`src/rtl/irqr_pkg.sv`:
```
package irqr_pkg;
  localparam int unsigned OFS_STAT0 = 'h00;
  localparam int unsigned OFS_STAT1 = 'h04;
  localparam int unsigned OFS_ROUTE = 'h20;
  localparam int unsigned OFS_RAW   = 'h30;
  localparam int unsigned OFS_ENSET = 'h34;
  localparam int unsigned OFS_ENCLR = 'h38;
endpackage

```
`src/rtl/irqr_sync.sv`:
```
module irqr_sync #(
  parameter int unsigned W      = 32,
  parameter int unsigned STAGES = 2
) (
  input  logic         clk_i,
  input  logic         rst_ni,
  input  logic [W-1:0] d_i,
  output logic [W-1:0] q_o
);
  logic [STAGES-1:0][W-1:0] stg_q;
  logic [STAGES-1:0][W-1:0] stg_d;

  always_comb begin
    stg_d[0] = d_i;
    for (int i = 1; i < STAGES; i++) stg_d[i] = stg_q[i-1];
  end

  always_ff @(posedge clk_i or negedge rst_ni) begin
    if (!rst_ni) stg_q <= '0;
    else         stg_q <= stg_d;
  end

  assign q_o = stg_q[STAGES-1];
endmodule

```
`src/rtl/irqr_regs.sv`:
```
module irqr_regs #(
  parameter int unsigned W  = 32,
  parameter int unsigned AW = 8
) (
  input  logic          clk_i,
  input  logic          rst_ni,
  input  logic [AW-1:0] addr_i,
  input  logic [W-1:0]  wdata_i,
  input  logic          we_i,
  output logic [W-1:0]  en_o,
  output logic [W-1:0]  route_o
);
  import irqr_pkg::*;

  logic [W-1:0] en_q, en_d;
  logic [W-1:0] route_q, route_d;
  logic         hit_set, hit_clr, hit_route;
  logic         en_ce, route_ce;

  assign hit_set   = (addr_i == AW'(OFS_ENSET));
  assign hit_clr   = (addr_i == AW'(OFS_ENCLR));
  assign hit_route = (addr_i == AW'(OFS_ROUTE));

  always_comb begin
    en_ce    = we_i && (hit_set || hit_clr);
    route_ce = we_i && hit_route;
    en_d     = en_q;
    if (hit_set) en_d = en_q | wdata_i;
    if (hit_clr) en_d = en_q & ~wdata_i;
    route_d  = wdata_i;
  end

  always_ff @(posedge clk_i or negedge rst_ni) begin
    if (!rst_ni) begin
      en_q    <= '0;
      route_q <= '0;
    end else begin
      if (en_ce)    en_q    <= en_d;
      if (route_ce) route_q <= route_d;
    end
  end

  assign en_o    = en_q;
  assign route_o = route_q;
endmodule

```
`src/rtl/irqr_route.sv`:
```
module irqr_route #(
  parameter int unsigned W = 32
) (
  input  logic         clk_i,
  input  logic         rst_ni,
  input  logic [W-1:0] raw_i,
  input  logic [W-1:0] en_i,
  input  logic [W-1:0] route_i,
  output logic [W-1:0] stat0_o,
  output logic [W-1:0] stat1_o,
  output logic         irq0_o,
  output logic         irq1_o
);
  localparam int unsigned GBIT = W - 1;

  logic [W-1:0] live;
  logic         irq0_d, irq1_d, irq0_q, irq1_q;

  always_comb begin
    live    = en_i[GBIT] ? (raw_i & en_i) : '0;
    stat0_o = live & ~route_i;
    stat1_o = live & route_i;
    irq0_d  = |stat0_o;
    irq1_d  = |stat1_o;
  end

  always_ff @(posedge clk_i or negedge rst_ni) begin
    if (!rst_ni) begin
      irq0_q <= 1'b0;
      irq1_q <= 1'b0;
    end else begin
      irq0_q <= irq0_d;
      irq1_q <= irq1_d;
    end
  end

  assign irq0_o = irq0_q;
  assign irq1_o = irq1_q;
endmodule

```
`src/rtl/dual_irq_router.sv`:
```
module dual_irq_router #(
  parameter int unsigned W           = 32,
  parameter int unsigned AW          = 8,
  parameter int unsigned SYNC_STAGES = 2
) (
  input  logic          clk_i,
  input  logic          rst_ni,
  input  logic [W-1:0]  req_i,
  input  logic [AW-1:0] bus_addr_i,
  input  logic [W-1:0]  bus_wdata_i,
  input  logic          bus_we_i,
  output logic [W-1:0]  bus_rdata_o,
  output logic          irq0_o,
  output logic          irq1_o
);
  import irqr_pkg::*;

  logic [W-1:0] raw_q;
  logic [W-1:0] en_q;
  logic [W-1:0] type_q;
  logic [W-1:0] stat0, stat1;

  irqr_sync #(.W(W), .STAGES(SYNC_STAGES)) sync_i (
    .clk_i (clk_i),
    .rst_ni(rst_ni),
    .d_i   (req_i),
    .q_o   (raw_q)
  );

  irqr_regs #(.W(W), .AW(AW)) regs_i (
    .clk_i  (clk_i),
    .rst_ni (rst_ni),
    .addr_i (bus_addr_i),
    .wdata_i(bus_wdata_i),
    .we_i   (bus_we_i),
    .en_o   (en_q),
    .route_o(type_q)
  );

  irqr_route #(.W(W)) route_i (
    .clk_i  (clk_i),
    .rst_ni (rst_ni),
    .raw_i  (raw_q),
    .en_i   (en_q),
    .route_i(type_q),
    .stat0_o(stat0),
    .stat1_o(stat1),
    .irq0_o (irq0_o),
    .irq1_o (irq1_o)
  );

  always_comb begin
    bus_rdata_o = '0;
    if      (bus_addr_i == AW'(OFS_STAT0)) bus_rdata_o = stat0;
    else if (bus_addr_i == AW'(OFS_STAT1)) bus_rdata_o = stat1;
    else if (bus_addr_i == AW'(OFS_ROUTE)) bus_rdata_o = type_q;
    else if (bus_addr_i == AW'(OFS_RAW))   bus_rdata_o = raw_q;
    else if (bus_addr_i == AW'(OFS_ENSET) ||
             bus_addr_i == AW'(OFS_ENCLR)) bus_rdata_o = en_q;
  end
endmodule

```
`config.mk`:
```
export PLATFORM = sky130hd
export DESIGN_NAME = dual_irq_router
export DESIGN_NICKNAME = d
export VERILOG_FILES = /design/src/rtl/irqr_pkg.sv /design/src/rtl/irqr_sync.sv /design/src/rtl/irqr_regs.sv /design/src/rtl/irqr_route.sv /design/src/rtl/dual_irq_router.sv
export SDC_FILE = /design/constraint.sdc
export NUM_CORES = 1
export LEC_CHECK = 0
export BUFFER_PORTS_ARGS = -buffer_cell sky130_fd_sc_hd__buf_2
export CAP_MARGIN = 20
export CORE_MARGIN = 3
export CORE_UTILIZATION = 45
export DETAILED_ROUTE_END_ITERATION = 10
export GPL_ROUTABILITY_DRIVEN = 1
export PLACE_DENSITY = 0.74
export SLEW_MARGIN = 20
export SYNTH_ARGS = -nofsm -noshare
export SYNTH_HDL_FRONTEND = slang
export SYNTH_HIERARCHICAL = 1
export SYNTH_SLANG_ARGS = --single-unit
```
`constraint.sdc`:
```
create_clock -name clk_i -period 1.85 [get_ports clk_i]
set_input_delay 0 -clock clk_i [delete_from_list [all_inputs] [get_ports clk_i]]
set_output_delay 0 -clock clk_i [all_outputs]
set_load 0.05 [all_outputs]
```
==> results.yml, run 1 <==
clock_tree:
  clk_pin_slew_ns: 0.06
  cts_tree: "yes"
  clockRootBuffer: "clkbuf_16"
  clk_latency_ns: 0.43
  cts.path.max_buffers: 2
  h-tree-depth: 4
  cts_buffers: 17
  cts.sinks: 130
power_and_ir_drop:
  power.internal_mw: 5.33
  p_total_mw: 7.28
  seqPwrFrac_pct: 43.5
  power.switching_mw: 1.95
  swShare_pct: 26.8
  p_leak_nw: 4.43
  powerDensity_nw_per_um2: 758
  p_clk_share_pct: 44.4
  vdd_drop_max_v: 0.000688
  combPwrFrac_pct: 12.1
final_layout:
  layout_commonest_cell: "dfrtp_1"
  layout.cells.non_filler: 987
  final_cell_mix: "dfrtp_1 (129), buf_2 (75), dlygate4sd3_1 (65), buf_4 (59), nor4_1 (39)"
  fin_util_pct: 65.8
  fillers: 1035
  drive_gt1_share_pct: 43.1
  finalNetCount: 865
  syn_to_final_growth_pct: 42.5
  diodes: 0
synthesis:
  synth_top_area_share_pct: 48.3
  synth-seq-cells: 130
  synth_area_leaders: "dfrtp_1 (48%), mux2_4 (6.7%), mux2_2 (5.7%)"
  netlist_area_um2: 6740
  ys_warn_count: 6
  synth_area_per_cell_um2: 11.4
  syn_nets: 666
  yosys.cell_types.count: 42
  synth_area_leader_cell: "dfrtp_1"
  ys_seq_area_share_pct: 48.3
  synthCells: 591
floorplanning:
  die_area_um2: 16500
  die_h_um: 128
  die_w_um: 128
  coreArea_um2: 14600
  ios: 109
  initial_core_util_pct: 46.2
  fp-row-count: 44
critical_path:
  critPathBufInv: 3
  start_kind: "register"
  cp.depth: 7
  slowest_stage: "dfrtp_2"
  cp.required_ns: 1.85
  crit_family: "buffers and inverters"
  end_kind: "primary output"
  path_class: "reg -> out"
  cp_slowest_stage_delay_ns: 0.42
  r2r_cells: 7
  crit_fanout: 8
  r2r-end: "route_i/irq1_o"
  arrival_ns: 1.94
  crit_chain: "buf_12 -> buf_16 -> nand3_4 -> nor2_2 -> mux2i_1 -> a21oi_1 -> buf_4"
  reg2reg_slack_ns: -0.08
run_status:
  violations: "setup timing"
  status: "complete, but fails checks"
place:
  port_buffers: 108
  dp_hpwl_um: 13300
  place_congestion: 0.913
  dp.cells: 868
route:
  vias: 6240
  drtIter0Drc: 750
  viasPerCell: 6.32
  wl_per_cell_um: 22.5
  wirelength_um: 22200
  drc_errors: 0
  dr.pass1.iters: 5
  antenna_left: 0
global_route:
  grt_pass1_vias: 6152
  overflow: 0
  grt_pass1_wl_um: 33100
  grt_max_degree: 63
  track_usage_pct: 26.2
  antenna_found_initial: 0
worst_hold_path:
  worst_hold_path_type: "in -> async"
timing:
  rsz0062_at_grt: "true"
  hold_viol_final: 0
  slew_viol_final: 0
  worst_slack_ns: -0.0946
  setup_viol: 18
  finalCritPeriodShare_pct: 105
  fmax_mhz: 514
  fin_skew_ns: 0.00679
  slew_headroom_pct: 68.3
  fin_crit_ns: 1.94
  tightest_slew_ns: 0.476
job:
  drv_cap: 0
## Yosys cell counts (all sizes together)
cell type  count
dfrtp        130
mux2          64
nor4          46
nor2          34
nand2         33
clkbuf        32
mux2i         32
and4          31
buf           22
nand3         21
a21oi         20
a221oi        20
a32o          20
inv           13
a21boi        12
o21ai         12
o32ai         12
nand4b        11
o2111ai        4
o22ai          4
and3           3
nand4          3
nand2b         2
or3            2
and2           1
nand3b         1
nor3           1
or2            1
or3b           1
or4b           1
xnor2          1
xor2           1
## cell type report
class                      count  area [um2]  area share [%]
multi-input combinational    394        3450            35.9
timing repair buffer         234        2050            21.4
sequential                   130        3250            33.9
tap                          184         230            2.40
clock buffer                  18         439            4.57
inverter                      13        48.8           0.508
clock inverter                14         129            1.34
## worst max path at each step
stage,slack (ns),to
floorplan,-0.19,bus_rdata_o[15]
CTS,-0.09,bus_rdata_o[31]
global route,-0.16,bus_rdata_o[18]
global placement,-0.004,route_i/irq1_o
finish,-0.09,bus_rdata_o[26]
detailed placement,-0.03,route_i/irq1_o
## kinds of logic (layout without fill, tap and decap cells)
kind of cell / Yosys count / count (layout) / share of synthesized area (%)
simple gates: 192 / 192 / 17.4
mux: 96 / 96 / 17.1
compound gates: 104 / 104 / 11.7
flops: 130 / 130 / 48.3
buf+inv: 67 / 279 / 5.24
xor+xnor: 2 / 2 / 0.260
## timing repair
item	4_1_cts	5_1_grt
buffers inserted	10	9
setup endpoints to repair	23	34
pin swaps	32	27
gates resized for setup	90	32
gates cloned	4	2
hold endpoints to repair	194	0
hold buffers	65	0
## through the flow
stage | hold WS [ns] | setup slack (ns) | TNS (ns) | area [um2]
finish | 0.0687 | -0.0946 | -0.551 | 9600
global route | 0.0934 | -0.164 | -2.17 | 9600
CTS | 0.0758 | -0.0851 | -0.470 | 9370
detailed placement | -0.0138 | -0.0290 | -0.0290 | 7660
global placement | -0.0259 | -0.00356 | -0.00356 | 7660
floorplan | -0.296 | -0.188 | -1.51 | 6770
## layer usage
layer / GRT usage [%] / routed length (um) / share of wire, %
met1: 34.5 / 8850 / 40
met2: 40.5 / 10300 / 47
met3: 8.09 / 2260 / 10
met4: 10.5 / 726 / 3.3
met5: 0 / 0 / 0
## worst register-to-register path, delay by kind of cell, from the launching register on
kind	cells	cell delay (ns)
buffers and inverters	3	0.46
DFF	1	0.45
and+or+nand+nor	4	0.90
## power by group through the flow
| stage | clock [mW] | sequential (mW) | combinational [mW] |
|---|---|---|---|
| 6_report | 3.23 | 3.17 | 0.881 |
| 5_1_grt | 3.42 | 3.18 | 0.929 |
| 4_1_cts | 3.28 | 3.15 | 0.842 |
| 3_5_place_dp | 0 | 3.19 | 0.661 |
| 3_3_place_gp | 0 | 3.17 | 0.641 |
| 2_1_floorplan | 0 | 3.16 | 0.339 |
Power figures use the tool's default switching activity.
==> run 2, diff against run 1 <==
- CORE_UTILIZATION: 45 -> 56
- PLACE_DENSITY: 0.74 -> 0.88
- SYNTH_HIERARCHICAL: 1 -> default
==> run 2 against run 1 <==
Effect of this change:
- power grew 6.0%
- highest routed layer unchanged
- fmax shrank 1.5%
- the flow still finishes with violations (setup timing)
- cell area shrank 5.6%
- clock skew grew 0.0028 ns
- critical path depth shrank 1
- sequential power grew 1%
- setup slack lost 0.029 ns
- critical path type unchanged
- synthesized area shrank 6.9%
- global-route usage grew 12 points
==> results.yml, run 2 <==
critical_path:
  end_kind: "primary output"
  cp_slowest_stage_delay_ns: 0.44
  critPathBufInv: 2
  crit_top_cell: "buf_6"
  slowest_stage: "dfrtp_2"
  cp.required_ns: 1.85
  crit_fanout: 6
  start_kind: "register"
  crit_chain: "buf_6 -> and4_1 -> and3_1 -> o21ai_2 -> o221ai_2 -> buf_6"
  crit_family: "flip-flops"
  path_class: "reg -> out"
  arrival_ns: 1.97
timing:
  slew_headroom_pct: 72.3
  hold_viol_final: 0
  tightest_slew_ns: 0.415
  hold_ws_ns: 0.0991
  fin_skew_ns: 0.00960
  worst_slack_ns: -0.123
  rsz0062_at_grt: "true"
  setup_viol: 26
  slew_viol_final: 0
  fin_crit_ns: 1.97
  fmax_mhz: 507
  finalCritPeriodShare_pct: 107
floorplanning:
  die_h_um: 112
  fp-row-count: 38
  initial_core_util_pct: 57.6
  die_w_um: 112
  die_area_um2: 12500
  ios: 109
  coreArea_um2: 10900
global_route:
  grt_pass1_vias: 6782
  grt_max_degree: 54
  antenna_found_initial: 1
  grt_pass1_wl_um: 36600
  track_usage_pct: 38.1
  overflow: 0
final_layout:
  stdcell_area_um2: 9070
  layout.cells.non_filler: 972
  fillers: 520
  syn_to_final_growth_pct: 44.5
  final_cell_mix: "dfrtp_1 (129), buf_2 (75), dlygate4sd3_1 (66), a21oi_1 (65), nand2_1 (55)"
  finalNetCount: 893
  layout_commonest_cell: "dfrtp_1"
  drive_gt1_share_pct: 31.4
synthesis:
  synth_edf_count: 0
  synth_area_leader_cell: "dfrtp_1"
  async_flop_share_pct: 100
  synth_area_leaders: "dfrtp_1 (52%), mux2_2 (5.6%), a21oi_1 (5.2%)"
  synthCells: 617
  yosys.cell_types.count: 50
  synth_top_area_share_pct: 51.8
  synth-seq-cells: 130
  ys.flop_type: "dfrtp_1"
  yosysMostFrequentCell: "dfrtp_1"
  synth_area_per_cell_um2: 10.2
  syn_nets: 692
  synth.top_cells.by_count: "dfrtp_1 (130), a21oi_1 (65), nand2_1 (56)"
  ys_warn_count: 0
  netlist_area_um2: 6270
  ys_seq_area_share_pct: 51.8
clock_tree:
  cts_buffers: 17
  clk_latency_ns: 0.54
  cts_tree: "yes"
  cts.path.max_buffers: 2
  clk_pin_slew_ns: 0.07
  h-tree-depth: 4
  cts.sinks: 130
  clockRootBuffer: "clkbuf_8"
route:
  wl_per_cell_um: 24.7
  vias: 6617
  drc_errors: 0
  dr.pass1.iters: 7
  wirelength_um: 24000
  drtIter0Drc: 859
  antenna_left: 0
  viasPerCell: 6.81
place:
  place_area_um2: 7320
  dp.cells: 863
  dp_hpwl_um: 13000
  port_buffers: 108
  place_congestion: 0.903
power_and_ir_drop:
  p_total_mw: 7.72
  vdd_drop_max_v: 0.000894
  p_leak_nw: 4.12
  powerDensity_nw_per_um2: 851
job:
  drv_cap: 0
worst_hold_path:
  worst_hold_path_type: "in -> reg"
run_status:
  status: "complete, but fails checks"
  violations: "setup timing"
-- run 2: power breakdown --
part | internal, mW | leakage, nW | total, mW | switching [mW]
registers | 3.02 | 1.65 | 3.21 | 0.196
clock network | 2.36 | 0.309 | 3.69 | 1.33
logic | 0.384 | 2.16 | 0.816 | 0.432
-- run 2: worst paths after layout --
check	startpoint	slack, ns	cells after the start	end
setup reg to reg	regs_i.route_o[21]	-0.01	5	route_i.irq0_o
min in group asynchronous	rst_ni	0.43	3	sync_i.stg_d[59]
max in group asynchronous	rst_ni	0.87	4	sync_i.stg_d[52]
setup / recovery	register	-0.12	6	bus_rdata_o[24]
hold / removal	req_i[15]	0.1	2	sync_i.stg_d[47]
hold reg to reg	sync_i.stg_d[53]	0.35	0	sync_i.q_o[21]
-- run 2: cells by family (layout without fill, tap and decap cells) --
group / count (synthesis) / after routing / synth area share (%)
buf+inv: 59 / 273 / 4.81
compound gates: 185 / 185 / 18.5
xor+xnor: 26 / 26 / 3.63
flops: 130 / 130 / 51.8
simple gates: 183 / 183 / 15.2
other cells: 0 / 1 / 0
mux: 34 / 34 / 6.06
-- run 2: area by class of cell --
cell class,count,area [um2],share of cell area [%]
timing repair buffer,221,1960,21.7
clock inverter,13,206,2.28
tap,140,175,1.93
inverter,20,75.1,0.828
multi-input combinational,428,2960,32.6
sequential,130,3250,35.9
antenna,1,2.50,0.0276
clock buffer,19,432,4.76
-- run 2: repair_timing --
action / in CTS / in global routing
setup endpoints to repair: 32 / 31
hold buffers: 67 / 0
gates resized for setup: 82 / 23
buffers inserted: 6 / 1
pin swaps: 10 / 11
endpoints found under the hold margin: 226 / 0
gates cloned: 1 / 1
-- run 2: worst reg2reg max path, stage by stage (launching register included) --
cell and delay, ns:
dfrtp_1 0.40, nand3b_1 0.25, o2111ai_1 0.17, nor3_1 0.30, nand4_1 0.25, a211o_1 0.37
-- run 2: stage by stage --
step	util (%)	TNS [ns]	setup WS (ns)
final	83.3	-1.23	-0.123
after global routing	83.3	-2.48	-0.142
after CTS	82.0	-0.905	-0.118
after detailed placement	67.2	0	0.106
after global placement	67.2	0	0.117
after floorplan	-	0	0.102
-- run 2: per-layer routing --
| layer | global-route usage, % | share of wire, % |
|---|---|---|
| met3 | 11.7 | 12 |
| met5 | 0 | 0 |
| met1 | 44.3 | 34 |
| met4 | 24.1 | 6.9 |
| met2 | 61.4 | 47 |
